===== src/rtl/morph_pkg.sv =====
package morph_pkg;
  typedef enum logic {
    MORPH_ERODE  = 1'b0,
    MORPH_DILATE = 1'b1
  } morph_op_e;
endpackage


===== src/rtl/morph_cell_array.sv =====
// Per-cell gating. Each cell emits a term that is 1 when it does not veto the
// shared AND tree: erosion vetoes on (weight=1, pixel=0), dilation vetoes on
// (weight=1, pixel=1) and the top inverts the tree result for dilation.
module morph_cell_array
  import morph_pkg::*;
#(
  parameter int CELLS = 9
) (
  input  logic [CELLS-1:0] pix,
  input  logic [CELLS-1:0] wgt,
  input  morph_op_e        op,
  output logic [CELLS-1:0] pass
);
  for (genvar i = 0; i < CELLS; i++) begin : g_cell
    always_comb begin
      if (op == MORPH_DILATE) pass[i] = ~(wgt[i] & pix[i]);
      else                    pass[i] = ~wgt[i] | pix[i];
    end
  end
endmodule


===== src/rtl/morph_and_tree.sv =====
// Balanced AND reduction laid out as a heap: leaves at P..P+WIDTH-1,
// padding leaves tied to 1, node k combines nodes 2k and 2k+1.
module morph_and_tree #(
  parameter int WIDTH = 9
) (
  input  logic [WIDTH-1:0] leaf,
  output logic             all_set
);
  localparam int LEVELS = (WIDTH > 1) ? $clog2(WIDTH) : 0;
  localparam int P      = 1 << LEVELS;

  logic [2*P-1:1] node;

  always_comb begin
    node = '1;
    for (int i = 0; i < WIDTH; i++) node[P+i] = leaf[i];
    for (int k = P - 1; k >= 1; k--) node[k] = node[2*k] & node[2*k+1];
  end

  assign all_set = node[1];
endmodule


===== src/rtl/morph_window.sv =====
module morph_window
  import morph_pkg::*;
#(
  parameter int WIN = 3
) (
  input  logic                 clk,
  input  logic                 rst_n,
  input  logic                 wgt_load,
  input  logic [WIN*WIN-1:0]   wgt_data,
  input  logic                 op_sel,
  input  logic                 in_valid,
  output logic                 in_ready,
  input  logic [WIN*WIN-1:0]   in_win,
  output logic                 out_valid,
  input  logic                 out_ready,
  output logic                 out_pix
);
  localparam int CELLS = WIN * WIN;

  morph_op_e        op;
  logic [CELLS-1:0] wmask;
  logic [CELLS-1:0] pass;
  logic             tree_all;
  logic             fire;

  assign op       = morph_op_e'(op_sel);
  assign in_ready = ~out_valid | out_ready;
  assign fire     = in_valid & in_ready;

  // Structuring element register, solid after reset.
  always_ff @(posedge clk or negedge rst_n) begin
    if (!rst_n)        wmask <= '1;
    else if (wgt_load) wmask <= wgt_data;
  end

  morph_cell_array #(.CELLS(CELLS)) u_cells (
    .pix  (in_win),
    .wgt  (wmask),
    .op   (op),
    .pass (pass)
  );

  morph_and_tree #(.WIDTH(CELLS)) u_tree (
    .leaf    (pass),
    .all_set (tree_all)
  );

  // Single output register with valid/ready.
  always_ff @(posedge clk or negedge rst_n) begin
    if (!rst_n) begin
      out_valid <= 1'b0;
      out_pix   <= 1'b0;
    end else if (fire) begin
      out_valid <= 1'b1;
      out_pix   <= (op == MORPH_DILATE) ? ~tree_all : tree_all;
    end else if (out_ready) begin
      out_valid <= 1'b0;
    end
  end

  a_r5_mask_only_on_load: assert property (@(posedge clk) disable iff (!rst_n)
    !wgt_load |=> $stable(wmask));

  a_r6_result_follows: assert property (@(posedge clk) disable iff (!rst_n)
    (in_valid && in_ready) |=> out_valid);

  a_r7_stall_holds: assert property (@(posedge clk) disable iff (!rst_n)
    (out_valid && !out_ready) |=> (out_valid && $stable(out_pix)));

  a_r7_no_take_in_stall: assert property (@(posedge clk) disable iff (!rst_n)
    (out_valid && !out_ready) |-> !in_ready);

  a_r3_empty_mask_erode: assert property (@(posedge clk) disable iff (!rst_n)
    (fire && wmask == '0 && !op_sel) |=> out_pix);

  a_r3_empty_mask_dilate: assert property (@(posedge clk) disable iff (!rst_n)
    (fire && wmask == '0 && op_sel) |=> !out_pix);

  a_r4_solid_erode: assert property (@(posedge clk) disable iff (!rst_n)
    (fire && wmask == '1 && !op_sel) |=> (out_pix == $past(&in_win)));

  a_r4_solid_dilate: assert property (@(posedge clk) disable iff (!rst_n)
    (fire && wmask == '1 && op_sel) |=> (out_pix == $past(|in_win)));
endmodule


===== config.mk =====
export PLATFORM = sky130hd
export DESIGN_NAME = morph_window
export DESIGN_NICKNAME = d
export VERILOG_FILES = /design/src/rtl/morph_pkg.sv /design/src/rtl/morph_cell_array.sv /design/src/rtl/morph_and_tree.sv /design/src/rtl/morph_window.sv
export SDC_FILE = /design/constraint.sdc
export NUM_CORES = 1
export LEC_CHECK = 0
export BUFFER_PORTS_ARGS = -buffer_cell sky130_fd_sc_hd__buf_2
export CORE_MARGIN = 2
export CORE_UTILIZATION = 47
export CTS_BUF_LIST = sky130_fd_sc_hd__clkbuf_4
export DETAILED_ROUTE_END_ITERATION = 12
export HOLD_SLACK_MARGIN = 0.1
export MAX_ROUTING_LAYER = met4
export PLACE_DENSITY = 0.79
export SYNTH_ARGS = -nofsm -noshare
export SYNTH_HDL_FRONTEND = slang
export SYNTH_HIERARCHICAL = 1
export SYNTH_SLANG_ARGS = --single-unit

===== constraint.sdc =====
create_clock -name clk -period 1.58 [get_ports clk]
set_clock_uncertainty 0.2 [all_clocks]
set_input_delay 0.316 -clock clk [delete_from_list [all_inputs] [get_ports clk]]
set_output_delay 0.316 -clock clk [all_outputs]
set_load 0.02 [all_outputs]

=== Word-level counts from Yosys, hierarchy flattened ===
Index checks and enable logic that the tools add are counted.

* Bits of input ports: 24
* Word-level logic and storage cells: 64
* Bits in registers: 11
* Output and inout port bits: 3

* Mux-type cells: 12
* Reduce and logical (&&, ||, !) cells: 1
* Bitwise operators: 48

{| class="wikitable"
|+ Operator list
! cell !! count
|-
| inverter 1 bit || 20
|-
| AND 1 bit || 18
|-
| 2-to-1 mux 1 bit || 12
|-
| OR 1 bit || 10
|-
| nonzero test 2 bit || 1
|}

=== Longest topological paths before layout ===
Gate-level depths: netlist (run 1).

* Depth in word-level cells: 9
* Mapped depth: 7
* Gate-level depth less buffers: 6

=== Cells and area by module ===
The synthesis (run 1) kept the hierarchy.

{| class="wikitable"
|+ By module, submodules not included
! module !! seq. area each (µm²) !! area an instance (µm²) !! cells each !! times used
|-
| morph_window || 286.5 || 465.4 || 26 || 1
|-
| morph_cell_array || 0.0 || 123.9 || 19 || 1
|-
| morph_and_tree || 0.0 || 25.0 || 4 || 1
|}

=== Worst setup path after synthesis (run 1) ===
No wires, ideal clock.

* Path type: input-to-reg
* From: input port op_sel
* To: register out_pix
* Setup time: 0.138 ns
* Stages on the path: 7
* Path slack: 0.147 ns
* Arrival time: 1.095 ns
* Path through: buf_6 xnor2_1 nand2_1 nand4_1 nor3_2 xnor2_1 a31oi_1

* Elaborated cells on any way between the ends: 19

{| class="wikitable"
|+ RTL lines
! what !! line !! RTL
|-
| start: declaration || morph_window.sv:10 || <nowiki>input logic op_sel,</nowiki>
|-
| 2-to-1 mux 1 bit * || morph_cell_array.sv:16 || <nowiki>if (op == MORPH_DILATE) pass[i] = ~(wgt[i] & pix[i]);</nowiki>
|-
| net pass[8] || morph_window.sv:22 || <nowiki>logic [CELLS-1:0] pass;</nowiki>
|-
| AND 1 bit * || morph_and_tree.sv:17 || <nowiki>for (int k = P - 1; k >= 1; k--) node[k] = node[2*k] & node[2*k+1];</nowiki>
|-
| net tree_all || morph_window.sv:23 || <nowiki>logic tree_all;</nowiki>
|-
| inverter 1 bit || morph_window.sv:55 || <nowiki>out_pix <= (op == MORPH_DILATE) ? ~tree_all : tree_all;</nowiki>
|-
| 2-to-1 mux 1 bit * || morph_window.sv:55 ||
|-
| end signal: assignment || morph_window.sv:55 ||
|-
| end: declaration || morph_window.sv:16 || <nowiki>output logic out_pix</nowiki>
|}

Mark *: on every way through the listed nets, which the timed path passes. The rest lies on a longest branch.
A chain may end at the register's enable or synchronous reset.

=== Worst setup path after layout (run 1) ===
* From: register out_valid
* To: output port in_ready

* Cells in the longest elaborated chain, start to end: 2

{| class="wikitable"
|+ RTL lines
! what !! line !! RTL
|-
| start: declaration || morph_window.sv:14 || <nowiki>output logic out_valid,</nowiki>
|-
| start signal: assignment || morph_window.sv:51 || <nowiki>out_valid <= 1'b0;</nowiki>
|-
| start signal: assignment || morph_window.sv:54 || <nowiki>out_valid <= 1'b1;</nowiki>
|-
| start signal: assignment || morph_window.sv:57 || <nowiki>out_valid <= 1'b0;</nowiki>
|-
| inverter 1 bit || morph_window.sv:27 || <nowiki>assign in_ready = ~out_valid | out_ready;</nowiki>
|-
| OR 1 bit || morph_window.sv:27 ||
|-
| end: declaration || morph_window.sv:12 || <nowiki>output logic in_ready,</nowiki>
|}

No other way between the ends.

==> results of run 1 <==
kinds of logic after synthesis:
kind of cell              Yosys count  share of synthesized area, %
buffers and inverters               2                          3.67
AOI/OAI and AO/OA                   2                          1.83
DFF                                11                          46.6
muxes                               9                          22.0
and+or+nand+nor                    15                          11.6
xor gates and xnor gates           10                          14.3
flip-flops by register name, indices dropped and copies added (netlist names):
signal and count:
wmask 9, out_valid 1, out_pix 1
per-stage QoR:
step	total power [mW]	TNS, ps
2_1_floorplan	0.458	0
3_3_place_gp	0.505	0
3_5_place_dp	0.509	-23.6
4_1_cts	0.740	0
5_1_grt	0.782	0
6_report	0.730	0
critical path, stage by stage, from the launching register on:
cell      delay [ps]
dfrtp_1          370
nand2b_1         130
buf_2            190
path summary, 6_finish.rpt:
check | startpoint | endpoint | slack [ps] | cells after the start
min in group asynchronous | rst_n | out_valid$_DFFE_PN0P_ | 250 | 2
max in group asynchronous | rst_n | wmask[1]$_DFFE_PN1P_ | 680 | 2
setup reg to reg | wmask[6]$_DFFE_PN1P_ | out_pix$_DFFE_PN0P_ | 260 | 5
hold reg to reg | out_pix$_DFFE_PN0P_ | out_pix$_DFFE_PN0P_ | 360 | 2
hold / removal | out_ready | out_valid$_DFFE_PN0P_ | 190 | 3
setup / recovery | out_valid$_DFFE_PN0P_ | in_ready | 110 | 2
cell usage in the layout (no fill, tap or decap), drive strengths merged:
| cell | n |
|---|---|
| xnor2 | 10 |
| dfrtp | 2 |
| a21oi | 1 |
| buf | 26 |
| nand2b | 2 |
| a31oi | 1 |
| clkbuf | 4 |
| dfstp | 9 |
| nor3 | 1 |
| nand3 | 1 |
| mux2 | 9 |
| nand2 | 10 |
| dlygate4sd3 | 11 |
| nand4 | 1 |
area by class of cell:
| cell class | instances | area share, % |
|---|---|---|
| multi-input combinational | 36 | 34.7 |
| sequential | 11 | 32.5 |
| timing repair buffer | 37 | 27.3 |
| clock buffer | 4 | 3.41 |
| tap | 15 | 2.13 |
power groups by stage:
stage	Sequential (mW)	Clock, mW	Combinational [mW]
2_1_floorplan	0.353	0	0.105
3_3_place_gp	0.349	0	0.156
3_5_place_dp	0.350	0	0.159
4_1_cts	0.346	0.214	0.180
5_1_grt	0.351	0.233	0.197
6_report	0.347	0.204	0.180
routing by layer:
| metal | part of all wire [%] | track usage, % | wire [microns] |
|---|---|---|---|
| met5 | 0 | - | 0 |
| met4 | 0 | 10.3 | 0 |
| met3 | 4.4 | 3.33 | 49 |
| met2 | 52 | 30.6 | 578 |
| met1 | 43 | 17.7 | 477 |
==> results.ini, run 1 <==
[clock_tree]
post_cts_buffers=0
cts_root_buf=clkbuf_4
hold_buffers=11
ctsResizeCount=0
clock_sinks=11
ctsLongestPathBuffers=2
path_clk_slew_ps=70
tritoncts=built
numCtsBuffers=3
cts_max_level=1
clkLatencyLatePin_ps=260

[routing]
routed_wl_mm=1.11
route.detailed.wl_per_inst_microns=10.7
drc_errors=0
vias=463
ant_nets=0
via_per_inst=4.50
dr.pass1.iters=4
drt_iter0_drc=1

[power]
p_int_uw=551
ir_drop_v=0.000472
power_density_mw_per_mm2=829
seqPwrFrac_pct=47.5
comb_power_share_pct=24.6
p_clk_share_pct=27.9
swShare_pct=24.5
power_leakage_nw=0.415
p_sw_uw=178

[final_layout]
register_area_sq_um=287
drive_gt1_share_pct=55.7
area_growth_pct=43.4
fin_util_pct=70.3
final_cells=103
diodes=0
stdcell_area_sq_um=881
nets=113
fill_cells=92
multi_input_comb_area_sq_um=305

[global_routing]
grt_pass1_vias=449
overflow=0
grt_max_degree=12
antenna_found_initial=0
grt_first_pass_wirelength_mm=1.72
grt_util_all_layers_pct=17.4

[setup_path]
critPathLaunchType=flip-flop
crit_type=flip-flop to output pin
cp-end-kind=output pin
cp_max_fo=4
cp.required_ps=1060
cp.arrival_ps=950

[timing]
finalSetupViolCount=0
rsz0062_at_grt=no
whs_ps=189
tightest_slew_ps=293
max_slew_margin_pct=80.5
timing.final.crit_share_pct=92.9
finalHoldViolations=0
fin_ws_ps=112
min_period_ps=1470
slew_violations=0
max_freq_ghz=0.681

[synth]
syn-cell-area_sq_um=614
synth_area_per_cell_sq_um=12.5
synth_nets=73
synth_cell_types=12
synth_area_leaders=dfstp_2 (38%), mux2_4 (22%), xnor2_1 (14%)
synth_seq_cells=11
ys_seq_area_share_pct=46.6
postSynthCellCount=49
synth_top_area_share_pct=38.5
synth_flop_cell=dfstp_2
synth.top_cells.by_count=nand2_1 (10), xnor2_1 (10), dfstp_2 (9), mux2_4 (9)
ys_warn_count=6
synth-edff-count=0
yosys.area.top_type=dfstp_2
async_flop_share_pct=100

[placement]
hpwlAfterDp_microns=790
dpl_worst_slack_ps=-23.6
post_dp_cell_area_sq_um=741
place_congestion=0.721
dp.cells=88
place.port_buffers=26

[floorplan]
die_area_sq_mm=0.00161
core-area_sq_mm=0.00125
start_util_pct=49.1
io_pins=27
die_w_microns=40.2
placementRows=13
die_y_microns=40.2

[outcome]
outcome=finished clean

[worst_hold_path]
worst_hold_path_type=input pin to flip-flop

[job]
max_cap_violations=0

No activity file was read; power rests on OpenSTA's default activity.
==> inputs of run 2 (changes only) <==
PLACE_DENSITY = 0.83   (was 0.79)
==> run 2 against run 1 <==
- global-route usage increased by 2.3 points
- clock-buffer cell count shrank 1
- clock power shrank 7%
- worst setup slack got worse by 19 ps
- core utilization fell by 0.20 points
- total power fell by 1.8%
- via count grew 3.7%
- combinational power barely moved
- cell count did not move
- highest routed layer unchanged
==> results.ini, run 2 (synthesis results as in run 1) <==
[final_layout]
nets=113
top_register=wmask
drive_gt1_share_pct=55.7
area_growth_pct=43.0
register_area_sq_um=287
layout_common_cells=buf_2 (26), dlygate4sd3_1 (11), xnor2_1 (10), nand2_1 (10)
multi_input_comb_area_sq_um=305
top_regs=wmask (9), out_pix (1), out_valid (1)
diodes=0
final_common_cell=buf_2
fill_cells=101
largest_register_ffs=9

[floorplan]
io_pins=27
placementRows=13
die_area_sq_mm=0.00161
start_util_pct=49.1
core-area_sq_mm=0.00125
die_y_microns=40.2
die_w_microns=40.2

[setup_path]
cp_slowest_cell=dfrtp_1
r2r_end=out_pix$_DFFE_PN0P_
crit_path_max_incr_delay_ps=380
cp-end-kind=output pin
r2r_slack_ps=260
cp.required_ps=1060
critPathLaunchType=flip-flop
cp.arrival_ps=970
crit_type=flip-flop to output pin
reg2reg_from=wmask[6]$_DFFE_PN1P_
crit_start=out_valid$_DFFE_PN0P_
cp-endpoint=in_ready
path_cells=nand2b_1 > buf_2
cp_max_fo=4
reg2reg_depth=5

[timing]
max_freq_ghz=0.672
whs_ps=183
max_slew_margin_pct=79.5
tightest_slew_ps=307
timing.final.crit_share_pct=94.1
rsz0062_at_grt=no
finalSetupViolCount=0
slew_violations=0
fin_setup_tns_ps=0
min_period_ps=1490
finalHoldViolations=0

[power]
ir_drop_v=0.000643
p_int_uw=530
power_density_mw_per_mm2=816
comb_power_share_pct=25.3
p_sw_uw=187
power_leakage_nw=0.414
p_clk_share_pct=26.4
seqPwrFrac_pct=48.3
swShare_pct=26.0

[routing]
drc_errors=0
ant_nets=0
routed_wl_mm=1.23
vias=480
route.detailed.wl_per_inst_microns=11.9
drt_iter0_drc=10
dr.pass1.iters=4
via_per_inst=4.66

[clock_tree]
clkLatencyLatePin_ps=270
ctsResizeCount=0
cts_root_buf=clkbuf_4
path_clk_slew_ps=70
hold_buffers=11
tritoncts=built
clock_sinks=11
post_cts_buffers=0
cts_max_level=1
ctsLongestPathBuffers=2
numCtsBuffers=3

[worst_hold_path]
worst_hold_path_type=input pin to flip-flop

[global_routing]
grt_pass1_vias=465
grt-busiest-layer=met2
grt_util_all_layers_pct=19.7
overflow=0
grtUsageMet1_pct=18.4
grtUsageMet3_pct=3.33
antenna_found_initial=0
grt_max_degree=12
grt_use_met2_pct=37.5
grt_first_pass_wirelength_mm=1.87

[outcome]
outcome=finished clean

[placement]
place_congestion=0.790
place.port_buffers=26

[job]
max_cap_violations=0

[run 2: power groups by stage]
stage               clock network, mW  logic, mW  registers [mW]
floorplan                           0      0.105           0.353
global placement                    0      0.156           0.349
detailed placement                  0      0.160           0.350
CTS                             0.197      0.181           0.346
global route                    0.211      0.198           0.349
finish                          0.189      0.181           0.346
[run 2: final cells by class]
| type | instances | share of cell area (%) |
|---|---|---|
| clock inverters | 1 | 0.570 |
| well taps | 15 | 2.14 |
| multi-input cells | 36 | 34.8 |
| clock buffers | 3 | 2.56 |
| repair buffers | 37 | 27.4 |
| flip-flops and latches | 11 | 32.6 |
[run 2: through the flow]
stage                     cell area [sq um]  worst slack (ps)  cells  power, mW  util (%)
after floorplan                         614               147     49      0.458         -
after global placement                  741              21.9     88      0.504      59.1
after detailed placement                741             -33.4     88      0.510      59.1
after CTS                               878              77.7    103      0.724      70.1
after global routing                    878              22.0    103      0.759      70.1
final                                   878              92.8    103      0.717      70.1
[run 2: critical path: cells and delay by family (launching register included)]
kind,cells,cell delay (ps)
buffers and inverters,1,190
flip-flops,1,380
AND/OR/NAND/NOR,1,140
[run 2: metal layers]
metal	routed length (microns)	part of all wire, %	vias to the layer above
met4	0	0	0
met2	694	57	17
met1	476	39	222
li1	-	-	241
met3	55	4.5	0
met5	0	0	-
[run 2: worst min-delay path by stage]
stage                    from               endpoint  slack [ps]  cells after the start
detailed placement      rst_n    out_pix$_DFFE_PN0P_         -10                      1
global placement        rst_n  out_valid$_DFFE_PN0P_         -10                      1
finish              out_ready  out_valid$_DFFE_PN0P_         180                      3
global route        out_ready  out_valid$_DFFE_PN0P_         210                      3
CTS                 out_ready  out_valid$_DFFE_PN0P_         180                      3
floorplan               rst_n    out_pix$_DFFE_PN0P_        -180                      0
